File: src/rtl/ea_pkg.sv
package ea_pkg;
  typedef enum logic [2:0] {
    K_ABS8  = 3'd0,
    K_ABS16 = 3'd1,
    K_ABS24 = 3'd2,
    K_ABS32 = 3'd3,
    K_REL8  = 3'd4,
    K_REL16 = 3'd5,
    K_IND8  = 3'd6,
    K_RSV   = 3'd7
  } ea_kind_e;

  typedef enum logic [1:0] {
    S_IDLE, S_REQ, S_WAIT, S_DONE
  } fetch_state_e;
endpackage

File: src/rtl/ea_direct_calc.sv
module ea_direct_calc
  import ea_pkg::*;
#(
  parameter int AW = 24,
  parameter int NW = 16,
  parameter int OW = 32,
  parameter int PW = 8
) (
  input  ea_kind_e        kind_i,
  input  logic            adv_i,
  input  logic [AW-1:0]   pc_i,
  input  logic [OW-1:0]   field_i,
  output logic [OW-1:0]   addr_o,
  output logic            ok_o,
  output logic            branch_o
);
  localparam int HW = OW - AW;

  logic [AW-1:0] disp8, disp16, sum8, sum16;

  assign disp8  = {{(AW-8){field_i[7]}}, field_i[7:0]};
  assign disp16 = {{(AW-16){field_i[15]}}, field_i[15:0]};
  assign sum8   = pc_i + disp8;   // wraps at 24 bits
  assign sum16  = pc_i + disp16;

  always_comb begin
    addr_o   = '0;
    ok_o     = 1'b1;
    branch_o = 1'b0;
    unique case (kind_i)
      K_ABS8:  addr_o = adv_i ? {{HW{1'b0}}, {(AW-PW){1'b1}}, field_i[PW-1:0]}
                              : {{(OW-NW){1'b0}}, {(NW-PW){1'b1}}, field_i[PW-1:0]};
      K_ABS16: addr_o = adv_i ? {{HW{1'b0}}, {(AW-NW){field_i[NW-1]}}, field_i[NW-1:0]}
                              : {{(OW-NW){1'b0}}, field_i[NW-1:0]};
      K_ABS24,
      K_ABS32: addr_o = {{HW{1'b0}}, field_i[AW-1:0]};
      K_REL8:  begin addr_o = {{HW{1'b0}}, sum8};  branch_o = 1'b1; end
      K_REL16: begin addr_o = {{HW{1'b0}}, sum16}; branch_o = 1'b1; end
      default: ok_o = 1'b0;  // indirect or reserved
    endcase
  end
endmodule

File: src/rtl/ea_indirect_fsm.sv
module ea_indirect_fsm
  import ea_pkg::*;
#(
  parameter int AW = 24,
  parameter int NW = 16,
  parameter int OW = 32,
  parameter int PW = 8
) (
  input  logic          clk_i,
  input  logic          rst_ni,
  input  logic          launch_i,
  input  logic          adv_i,
  input  logic [PW-1:0] ptr_i,
  input  logic          ack_i,
  input  logic [OW-1:0] rdata_i,
  output logic          req_o,
  output logic [PW-1:0] ptr_o,
  output logic          wide_o,
  output logic          busy_o,
  output logic          done_o,
  output logic [OW-1:0] target_o
);
  fetch_state_e state_q;
  logic [PW-1:0] ptr_q;
  logic          wide_q;
  logic [OW-1:0] tgt_q;

  always_ff @(posedge clk_i or negedge rst_ni) begin
    if (!rst_ni) begin
      state_q <= S_IDLE;
      ptr_q   <= '0;
      wide_q  <= 1'b0;
      tgt_q   <= '0;
    end else begin
      unique case (state_q)
        S_IDLE: if (launch_i) begin
          state_q <= S_REQ;
          ptr_q   <= ptr_i;
          wide_q  <= adv_i;
        end
        S_REQ, S_WAIT: if (ack_i) begin
          state_q <= S_DONE;
          tgt_q   <= wide_q ? {{(OW-AW){1'b0}}, rdata_i[AW-1:0]}
                            : {{(OW-NW){1'b0}}, rdata_i[NW-1:0]};
        end else begin
          state_q <= S_WAIT;
        end
        default: state_q <= S_IDLE;
      endcase
    end
  end

  assign req_o    = (state_q == S_REQ) || (state_q == S_WAIT);
  assign busy_o   = (state_q != S_IDLE);
  assign done_o   = (state_q == S_DONE);
  assign ptr_o    = ptr_q;
  assign wide_o   = wide_q;
  assign target_o = tgt_q;
endmodule

File: src/rtl/ea_gen_unit.sv
module ea_gen_unit
  import ea_pkg::*;
#(
  parameter int AW = 24,
  parameter int NW = 16,
  parameter int OW = 32,
  parameter int PW = 8
) (
  input  logic          clk_i,
  input  logic          rst_ni,
  input  logic          start_i,
  input  logic [2:0]    kind_i,
  input  logic          adv_i,
  input  logic [AW-1:0] pc_i,
  input  logic [OW-1:0] field_i,
  output logic          mem_req_o,
  output logic [PW-1:0] mem_addr_o,
  output logic          mem_wide_o,
  input  logic          mem_ack_i,
  input  logic [OW-1:0] mem_rdata_i,
  output logic [OW-1:0] addr_o,
  output logic          valid_o,
  output logic          odd_o,
  output logic          busy_o
);
  ea_kind_e      kind;
  logic [OW-1:0] dir_addr, ind_addr;
  logic          dir_ok, dir_branch, ind_done, ind_busy, launch;
  logic          unused_bits;

  assign kind        = ea_kind_e'(kind_i);
  assign unused_bits = ^{field_i[OW-1:AW], mem_rdata_i[OW-1:AW]};
  assign launch      = start_i && !ind_busy && (kind == K_IND8);

  ea_direct_calc #(.AW(AW), .NW(NW), .OW(OW), .PW(PW)) i_direct (
    .kind_i   (kind),
    .adv_i    (adv_i),
    .pc_i     (pc_i),
    .field_i  (field_i),
    .addr_o   (dir_addr),
    .ok_o     (dir_ok),
    .branch_o (dir_branch)
  );

  ea_indirect_fsm #(.AW(AW), .NW(NW), .OW(OW), .PW(PW)) i_indirect (
    .clk_i    (clk_i),
    .rst_ni   (rst_ni),
    .launch_i (launch),
    .adv_i    (adv_i),
    .ptr_i    (field_i[PW-1:0]),
    .ack_i    (mem_ack_i),
    .rdata_i  (mem_rdata_i),
    .req_o    (mem_req_o),
    .ptr_o    (mem_addr_o),
    .wide_o   (mem_wide_o),
    .busy_o   (ind_busy),
    .done_o   (ind_done),
    .target_o (ind_addr)
  );

  // Indirect result wins; direct start is ignored while busy
  assign valid_o = ind_done || (start_i && !ind_busy && dir_ok);
  assign addr_o  = ind_done ? ind_addr : dir_addr;
  assign odd_o   = valid_o && addr_o[0] && (ind_done || dir_branch);
  assign busy_o  = ind_busy;
endmodule

File: config.mk
export PLATFORM = sky130hd
export DESIGN_NAME = ea_gen_unit
export DESIGN_NICKNAME = d
export VERILOG_FILES = /design/src/rtl/ea_pkg.sv /design/src/rtl/ea_direct_calc.sv /design/src/rtl/ea_indirect_fsm.sv /design/src/rtl/ea_gen_unit.sv
export SDC_FILE = /design/constraint.sdc
export NUM_CORES = 1
export LEC_CHECK = 0
export ABC_AREA = 1
export BUFFER_PORTS_ARGS = -buffer_cell sky130_fd_sc_hd__clkbuf_2
export CORE_MARGIN = 5
export CORE_UTILIZATION = 39
export DETAILED_ROUTE_END_ITERATION = 8
export PLACE_DENSITY_LB_ADDON = 0.05
export SLEW_MARGIN = 0
export SYNTH_ARGS = -nofsm -noshare
export SYNTH_HDL_FRONTEND = slang
export SYNTH_HIERARCHICAL = 1
export SYNTH_SLANG_ARGS = --single-unit
File: constraint.sdc
create_clock -name clk_i -period 5 [get_ports clk_i]
set_input_delay 0.5 -clock clk_i [delete_from_list [all_inputs] [get_ports clk_i]]
set_output_delay 0.5 -clock clk_i [all_outputs]
set_load 0.02 [all_outputs]
Word level (Yosys, flattened, before mapping)
Index checks and enable logic that the tools add are counted.
Storage, ports and cells
  input port bits: 96
  output and inout bits: 45
  register bits after elaboration: 43
  logic and storage cells: 44
Cells by class
  reduce and logical (&&, ||, !) cells: 18
  muxes and demuxes: 10
  equality and inequality tests: 10
  $add $sub $neg: 2
Operators with widths (count)
  one-hot mux 32 bit (5 select lines): 1
  2-to-1 mux 24 bit: 3
  adder 24 bit: 2
  2-to-1 mux 32 bit: 1
  equality test 3 bit, second input constant: 3
  equality test 3 x 2 -> 1 bit, second input constant: 2
  OR reduction 2 bit: 3
  OR reduction 6 bit: 1
  logical AND 1 bit: 5
  equality test 2 bit, second input constant: 2
  one-hot mux 2 bit (2 select lines): 1
  AND reduction 2 bit: 2
  equality test 3 x 1 -> 1 bit, second input constant: 1
  logical NOT 3 bit: 1
  logical OR 1 bit: 3
  2-to-1 mux 1 bit: 3
  equality test 2 x 1 -> 1 bit, second input constant: 1
  logical NOT 2 bit: 1
  2-to-1 mux 2 bit: 1
  inequality test 2 x 1 -> 1 bit, second input constant: 1
  nonzero test 2 bit: 1
  logical NOT 1 bit: 1

Depth between registers and ports, before layout
Gate-level depths: netlist (run 1).
  word-level depth: 7
  gate-level depth with buffers: 19
  depth with buffers taken out: 19

Cells and area by module
The synthesis (run 1) kept the hierarchy.
By module, submodules not included
  ea_direct_calc: area an instance 2218.4 sq um, times used 1, seq. area each 0.0 sq um, cells each 462
  ea_indirect_fsm: area an instance 1561.5 sq um, times used 1, seq. area each 875.8 sq um, cells each 170
  ea_gen_unit: area an instance 486.7 sq um, times used 1, seq. area each 0.0 sq um, cells each 114

Worst setup path before layout (run 1)
No wires, ideal clock.
  path type: in2out
  start point: in kind_i[2]
  end point: out addr_o[23]
  required time: 4.500 ns
  setup slack: 2.221 ns
  arrival: 2.279 ns
  stages on the path: 17
  path buffers: 1
  path through: buf_4 -> nand3_2 -> nand2_4 -> nand2_1 -> inv_1 -> ha_1 -> nand2_1 -> inv_1 -> nand2_1 -> nand2_1 -> a21oi_1 -> nand3_1 -> nand2_1 -> nand3_1 -> nand2_1 -> nand2_1 -> nand2_1
On the way
  longest elaborated chain between the ends: 4
  elaborated cells between the ends (all ways): 9
  those cells by class: eq/ne: 5; mux: 2; reduce/logical: 2
RTL lines
  start, declared: line ea_gen_unit.sv:12  | input logic [2:0] kind_i,
  equality test 3 x 2 -> 1 bit: line ea_direct_calc.sv:30  | unique case (kind_i)
  OR reduction 2 bit
  one-hot mux 32 bit (5 select lines) (*): line ea_direct_calc.sv:30
  net dir_addr[23]: line ea_gen_unit.sv:27  | logic [OW-1:0] dir_addr, ind_addr;
  2-to-1 mux 32 bit (*): line ea_gen_unit.sv:63  | assign addr_o = ind_done ? ind_addr : dir_addr;
  end, declared: line ea_gen_unit.sv:21  | output logic [OW-1:0] addr_o,
Mark *: on every way through the listed nets, which the timed path passes. The rest lies on a longest branch.

Worst setup path after layout (run 1)
Same ends and word-level chain as after synthesis.

==> flow_summary_export.csv, run 1 <==
group,metric,value,unit
clocking,post_cts_buffers,0,
clocking,clock_tree.root_cell,"sky130_fd_sc_hd__clkbuf_8",
sta,timing_worst_slew_pin_value,0.8800,ns
die,io_pins,141,
setup_path,required,4.50,ns
routing,drt_pre_antenna_iters,4,
placed_design,dp_worst_setup_slack,1.550,ns
yosys,mappedNetlistArea,0.004267,mm^2
sta,clock_skew,0.01002,ns
final_layout,fill_cells,1231,
yosys,synth_edf_count,0,
routing,total_via_count_in_the_routed_design,4620,
sta,report.final.slew_viol_count,0,
run_status,run_status,"completed",
routing,final_antenna_net_count,0,
setup_path,crit_path_top_delay_cell,"sky130_fd_sc_hd__ha_1",
setup_path,worstSetupStartpointType,"primary input",
clocking,clock_sinks,35,
global_route,groute.usage.overall,0.1992,
die,fp.dieArea,0.01313,mm^2
routing,drc,0,
hold_path,holdCritPathClass,"in2async",
clocking,cts_inserted_buffers,5,
routing,drt_iter0_drc,225,
yosys,postSynth.asyncResetShare,1.000,
global_route,grt_antenna_before_repair,0,
yosys,yosys-top-cells-area,"sky130_fd_sc_hd__nand2_1 (31%), sky130_fd_sc_hd__dfrtp_1 (21%), sky130_fd_sc_hd__inv_1 (8.5%)",
routing,viasPerCell,4.667,
sta,fin_hold_ws,0.3005,ns
final_layout,final_layout_size_suffix_gt1_frac,0.1847,
yosys,post_synth_num_cell_types,36,
yosys,synth_ff_type,"sky130_fd_sc_hd__dfrtp_1",
yosys,yosysSeqAreaShare,0.2053,
routing,wl_per_cell,13.07,um
sta,finalSetupTns,0,ns
sta,post-route-worst-setup-slack,1.558,ns
final_layout,nNetsFinal,972,
die,initial_core_util,0.3953,
global_route,grt_pass1_vias,4338,
clocking,worstSkewPairLatency,0.29,ns
die,die_width,114.6,um
yosys,synth_cells,746,
sta,finalCritPeriodShare,0.6884,
sta,finalHoldViolations,0,
power,cellPowerDensity,374.5,mW/mm^2
yosys,flop_and_latch_count_out_of_synthesis,35,
sta,grt_setup_unrepaired,"false",
sta,setup_viol,0,
final_layout,final_core_utilization,0.4555,
placed_design,gp_routability_congestion,0.9014,
die,vert_die_dim,114.6,um
setup_path,setup.worst_path.class,"in2out",
yosys,yosysWarningCount,6,
routing,route.final.wire_length,12940,um
placed_design,io_buffers,116,
clocking,tritoncts_clock_tree,"built",
power,static-leakage-power,3.092,nW
sta,maxSlewHeadroom,0.4133,
die,std_cell_rows,38,
setup_path,timing.critical_path.to_type,"primary output",
placed_design,hpwlAfterDp,10950,um
job,cap_viol_max_count,0,
yosys,synth_top_cell_by_area,"sky130_fd_sc_hd__nand2_1",
clocking,cts_resized,0,
global_route,first_pass_grt_wire_length,21000,um
setup_path,critPathMostFrequentCell,"sky130_fd_sc_hd__nand2_1",
power,vdd_ir_drop_max,267.1,uV
final_layout,area_grow_syn2layout,15.22,%
yosys,yosysMostFrequentCell,"sky130_fd_sc_hd__nand2_1",
global_route,globalRouteOverflowTotal,0,
sta,max_clock_freq,290.5,MHz
clocking,htreeDepth,2,
yosys,synthTopCellsByCount,"sky130_fd_sc_hd__nand2_1 (354), sky130_fd_sc_hd__inv_1 (97), sky130_fd_sc_hd__nand3_1 (60), sky130_fd_sc_hd__dfrtp_1 (35), sky130_fd_sc_hd__nor2_1 (32)",
yosys,syn_area_per_cell,5.719,um^2
setup_path,cp_data_arrival_time,2.94,ns
final_layout,antenna_cells_inserted,0,
clocking,ctsHoldBuffers,0,
clocking,ctsLongestPathBuffers,2,
clocking,clk_pin_slew,0.08,ns
global_route,grt_start_max_net_pins,36,
die,core_area,0.01079,mm^2
yosys,area_share_of_the_leading_cell_type_in_the_synthesized_netlist,0.3114,
sta,final_period_minus_worst_setup_slack,3.442,ns
setup_path,combined_buffer_and_inverter_count_along_the_critical_path,4,
setup_path,critical_path.max_stage_delay,0.35,ns
setup_path,path_delay_family,"simple AND/OR/NAND/NOR gates",
setup_path,critPathMaxFanout,9,
setup_path,critical_path_cell_list,"clkbuf_2 -> nand3_2 -> nand2_4 -> nand2_1 -> inv_1 -> ha_1 -> nand2_1 -> inv_1 -> nand2_1 -> nand2_1 -> a21oi_1 -> nand3_1 -> nand2_1 -> nand3_1 -> nand2_1 -> nand2_1 -> nand2_1 -> clkbuf_2",
cells by family (layout without fill, tap and decap cells):
| logic type | after synthesis | in the layout | synth area share |
|---|---|---|---|
| AO/OA/AOI/OAI | 59 | 59 | 0.07713 |
| adder cells (fa/ha/maj) | 27 | 27 | 0.08094 |
| buffers and inverters | 138 | 228 | 0.1595 |
| flip-flops | 35 | 35 | 0.2053 |
| other | 2 | 16 | 0.001760 |
| AND/OR/NAND/NOR | 485 | 485 | 0.4754 |
power by group:
part | total (W) | switching (W) | internal (W)
logic | 0.00109 | 0.000756 | 0.000334
clock network | 0.000263 | 0.000115 | 0.000149
registers | 0.000488 | 0.0000803 | 0.000407
total | 0.00184 | 0.000951 | 0.000890
worst register-to-register path, stage by stage, from the launching register on:
cell,delay (ns)
sky130_fd_sc_hd__dfrtp_1,0.42
sky130_fd_sc_hd__inv_1,0.07
sky130_fd_sc_hd__ha_1,0.46
sky130_fd_sc_hd__inv_1,0.16
sky130_fd_sc_hd__inv_1,0.10
sky130_fd_sc_hd__nand2_1,0.05
sky130_fd_sc_hd__nor3_1,0.13
sky130_fd_sc_hd__buf_4,0.21
sky130_fd_sc_hd__nand2_2,0.16
sky130_fd_sc_hd__nand2_1,0.12
sky130_fd_sc_hd__nand2_1,0.06
sequential cells by signal, indices dropped and copies added (netlist names):
name / flops
i_indirect/ptr_o: 8
i_indirect/state_q: 2
i_indirect/wide_o: 1
i_indirect/target_o: 24
per-stage QoR:
stage | instances | total power [W] | area, um^2
after floorplan | 760 | 0.001362 | 4319
after global placement | 982 | 0.001574 | 4803
after detailed placement | 982 | 0.001594 | 4803
after CTS | 990 | 0.001864 | 4916
after global routing | 990 | 0.002017 | 4916
final | 990 | 0.001841 | 4916
cell type report:
| class | instances | area, um^2 | share of cell area |
|---|---|---|---|
| clock buffer | 5 | 68.82 | 0.01400 |
| clock inverter | 3 | 43.79 | 0.008908 |
| inverter | 101 | 386.6 | 0.07865 |
| multi-input combinational | 587 | 2763 | 0.5620 |
| sequential | 35 | 875.8 | 0.1782 |
| tap | 140 | 175.2 | 0.03563 |
| timing repair buffer | 119 | 603.1 | 0.1227 |
cell usage in the layout, fill, tap and decap left out, drive strengths merged, types with 6 or more instances in the layout:
| master | Yosys | routed |
|---|---|---|
| o21ai | 24 | 24 |
| dfrtp | 35 | 35 |
| nand3b | 6 | 6 |
| a21oi | 32 | 32 |
| nor2 | 36 | 36 |
| ha | 26 | 26 |
| clkbuf | 2 | 121 |
| nand3 | 62 | 62 |
| nand4 | 6 | 6 |
| nand2 | 364 | 364 |
| inv | 101 | 101 |
| conb | 2 | 16 |
per-layer routing:
| metal | part of all wire | wire length, um | vias up | track usage |
|---|---|---|---|---|
| li1 | - | - | 2475 | - |
| met1 | 0.47 | 6067 | 2032 | 0.2686 |
| met2 | 0.47 | 6117 | 101 | 0.3345 |
| met3 | 0.047 | 612 | 12 | 0.03277 |
| met4 | 0.011 | 143 | 0 | 0.04355 |
| met5 | 0 | 0 | - | 0 |
final timing paths:
| check | to | startpoint | cells after the start | slack (ns) |
|---|---|---|---|---|
| setup / recovery | addr_o[23] | kind_i[2] | 18 | 1.56 |
| hold / removal | i_indirect/target_o[4] | rst_ni | 1 | 0.30 |
| setup reg to reg | i_indirect/wide_o | i_indirect/state_q[0] | 10 | 2.96 |
| hold reg to reg | i_indirect/target_o[9] | i_indirect/target_o[9] | 2 | 0.47 |
| max in group asynchronous | i_indirect/target_o[18] | rst_ni | 1 | 4.13 |
| min in group clk_i | i_indirect/target_o[0] | mem_rdata_i[0] | 3 | 0.41 |
Power figures use the tool's default switching activity.
==> run 2, diff against run 1 <==
clock period = 3.32 ns   (was 5 ns; I/O delays follow)
==> run 2 against run 1 <==
Net effect:
- critical path depth grew 1
- clock power grew 17%
- total power grew 46%
- core utilization shrank 0.15 points
- global-route usage grew 0.15 points
- via count shrank 1.8%
- sequential share of layout area grew 0.059 points
- die area is the same
- highest routed layer unchanged
==> flow_summary_export.csv, run 2 (synthesis gave the netlist of run 1 again) <==
group,metric,value,unit
run_status,run_status,"completed",
clocking,ctsLongestPathBuffers,2,
setup_path,cp_data_arrival_time,2.63,ns
setup_path,timing.critical_path.to_type,"primary output",
sta,finalHoldViolations,0,
global_route,groute.usage.overall,0.2007,
clocking,worstSkewPairLatency,0.29,ns
setup_path,required,2.99,ns
sta,report.final.slew_viol_count,0,
sta,final_period_minus_worst_setup_slack,2.964,ns
routing,final_antenna_net_count,0,
setup_path,critPathMaxFanout,9,
sta,maxSlewHeadroom,0.3836,
global_route,grt_pass1_vias,4401,
routing,drt_iter0_drc,180,
final_layout,nNetsFinal,974,
routing,drt_pre_antenna_iters,4,
placed_design,gp_routability_congestion,0.8893,
clocking,tritoncts_clock_tree,"built",
die,fp.dieArea,0.01313,mm^2
clocking,htreeDepth,2,
setup_path,worstSetupStartpointType,"primary input",
setup_path,setup.worst_path.class,"in2out",
placed_design,hpwlAfterDp,10930,um
routing,viasPerCell,4.574,
die,initial_core_util,0.3953,
routing,wl_per_cell,13.10,um
sta,fin_hold_ws,0.1621,ns
placed_design,postPlaceCellArea,0.004818,mm^2
clocking,clock_sinks,35,
clocking,ctsHoldBuffers,0,
die,io_pins,141,
global_route,grt_start_max_net_pins,36,
power,power,0.002691,W
die,vert_die_dim,114.6,um
clocking,clock_tree.root_cell,"sky130_fd_sc_hd__clkbuf_8",
power,cellPowerDensity,549.3,mW/mm^2
global_route,first_pass_grt_wire_length,21190,um
placed_design,io_buffers,116,
final_layout,layout_common_cells,"sky130_fd_sc_hd__nand2_1 (354), sky130_fd_sc_hd__clkbuf_2 (116), sky130_fd_sc_hd__inv_1 (96)",
sta,setup_viol,0,
routing,route.final.wire_length,12990,um
die,std_cell_rows,38,
final_layout,final_area,0.004900,mm^2
sta,finalCritPeriodShare,0.8927,
hold_path,holdCritPathClass,"in2async",
final_layout,antenna_cells_inserted,0,
sta,grt_setup_unrepaired,"false",
sta,timing_worst_slew_pin_value,0.9246,ns
clocking,post_cts_buffers,0,
global_route,globalRouteOverflowTotal,0,
clocking,clk_pin_slew,0.08,ns
routing,drc,0,
global_route,grt_antenna_before_repair,0,
job,cap_viol_max_count,0,
sta,clock_skew,0.005672,ns
final_layout,area_grow_syn2layout,14.84,%
sta,max_clock_freq,337.4,MHz
power,static-leakage-power,3.085,nW
power,vdd_ir_drop_max,420.0,uV
die,core_area,0.01079,mm^2
final_layout,largest_reg_flops,24,
clocking,cts_inserted_buffers,5,
die,die_width,114.6,um
final_layout,final_layout_size_suffix_gt1_frac,0.1854,
sta,finalSetupTns,0,ns
final_layout,mostFrequentLayoutCell,"sky130_fd_sc_hd__nand2_1",
routing,total_via_count_in_the_routed_design,4537,
[run 2: changes by cell type in the layout (fill, tap and decap cells not counted), sizes merged]
cell and delta:
buf +2, bufinv -1, clkbuf +2, clkinv -1
[run 2: per-layer routing]
metal | share of wire | track usage | vias to the layer above
met5 | 0 | 0 | -
met4 | 0.015 | 0.04355 | 0
met3 | 0.049 | 0.03911 | 13
met2 | 0.46 | 0.3302 | 89
met1 | 0.47 | 0.2724 | 1958
li1 | - | - | 2477
[run 2: final timing paths]
| kind | from | to | slack [ns] | cells after the start |
|---|---|---|---|---|
| min in group clk_i | mem_rdata_i[4] | i_indirect/target_o[4] | 0.25 | 3 |
| max in group asynchronous | rst_ni | i_indirect/target_o[22] | 2.58 | 1 |
| min | rst_ni | i_indirect/ptr_o[0] | 0.16 | 1 |
| min reg2reg | i_indirect/target_o[7] | i_indirect/target_o[7] | 0.47 | 2 |
| max | kind_i[1] | addr_o[23] | 0.36 | 19 |
| max reg2reg | i_indirect/state_q[0] | i_indirect/target_o[22] | 1.40 | 5 |
[run 2: what timing repair did]
| item | 4_1_cts | 5_1_grt |
|---|---|---|
| resized for setup | 0 | 1 |
| hold endpoints to repair | 0 | 0 |
| endpoints found under the setup margin | 0 | 1 |
[run 2: report_power, final]
group          total, W  switching [W]  internal, W  leakage, nW
clock          0.000307       0.000160     0.000147       0.0422
combinational   0.00165        0.00114     0.000509         2.59
sequential     0.000733       0.000119     0.000614        0.450
total           0.00269        0.00142      0.00127         3.09
[run 2: stage by stage]
step / worst slack (ns) / util / instances
6_report: 0.3564 / 0.4540 / 992
4_1_cts: 0.2524 / 0.4540 / 992
2_1_floorplan: 0.8768 / - / 760
5_1_grt: 0.06351 / 0.4540 / 992
3_3_place_gp: 0.2844 / 0.4464 / 984
3_5_place_dp: 0.2579 / 0.4464 / 984
[run 2: worst max-delay path: stages]
cell and delay (ns):
sky130_fd_sc_hd__clkbuf_2 0.15, sky130_fd_sc_hd__inv_2 0.11, sky130_fd_sc_hd__nand3_2 0.16, sky130_fd_sc_hd__nand2_4 0.15, sky130_fd_sc_hd__nand2_1 0.10, sky130_fd_sc_hd__inv_2 0.16, sky130_fd_sc_hd__ha_1 0.31, sky130_fd_sc_hd__nand2_1 0.13
sky130_fd_sc_hd__inv_1 0.06, sky130_fd_sc_hd__nand2_1 0.06, sky130_fd_sc_hd__nand2_1 0.06, sky130_fd_sc_hd__a21oi_1 0.18, sky130_fd_sc_hd__nand3_1 0.10, sky130_fd_sc_hd__nand2_1 0.07, sky130_fd_sc_hd__nand3_1 0.13, sky130_fd_sc_hd__nand2_1 0.10
sky130_fd_sc_hd__nand2_1 0.05, sky130_fd_sc_hd__nand2_1 0.06, sky130_fd_sc_hd__clkbuf_2 0.17
[run 2: final cells by class]
| cell class | instances | area (um^2) |
|---|---|---|
| clock inverter | 1 | 5.005 |
| sequential | 35 | 875.8 |
| tap | 140 | 175.2 |
| fill | 1199 | 5893 |
| timing repair buffer | 121 | 618.1 |
| clock buffer | 7 | 76.32 |
| inverter | 101 | 386.6 |
| multi-input combinational | 587 | 2763 |
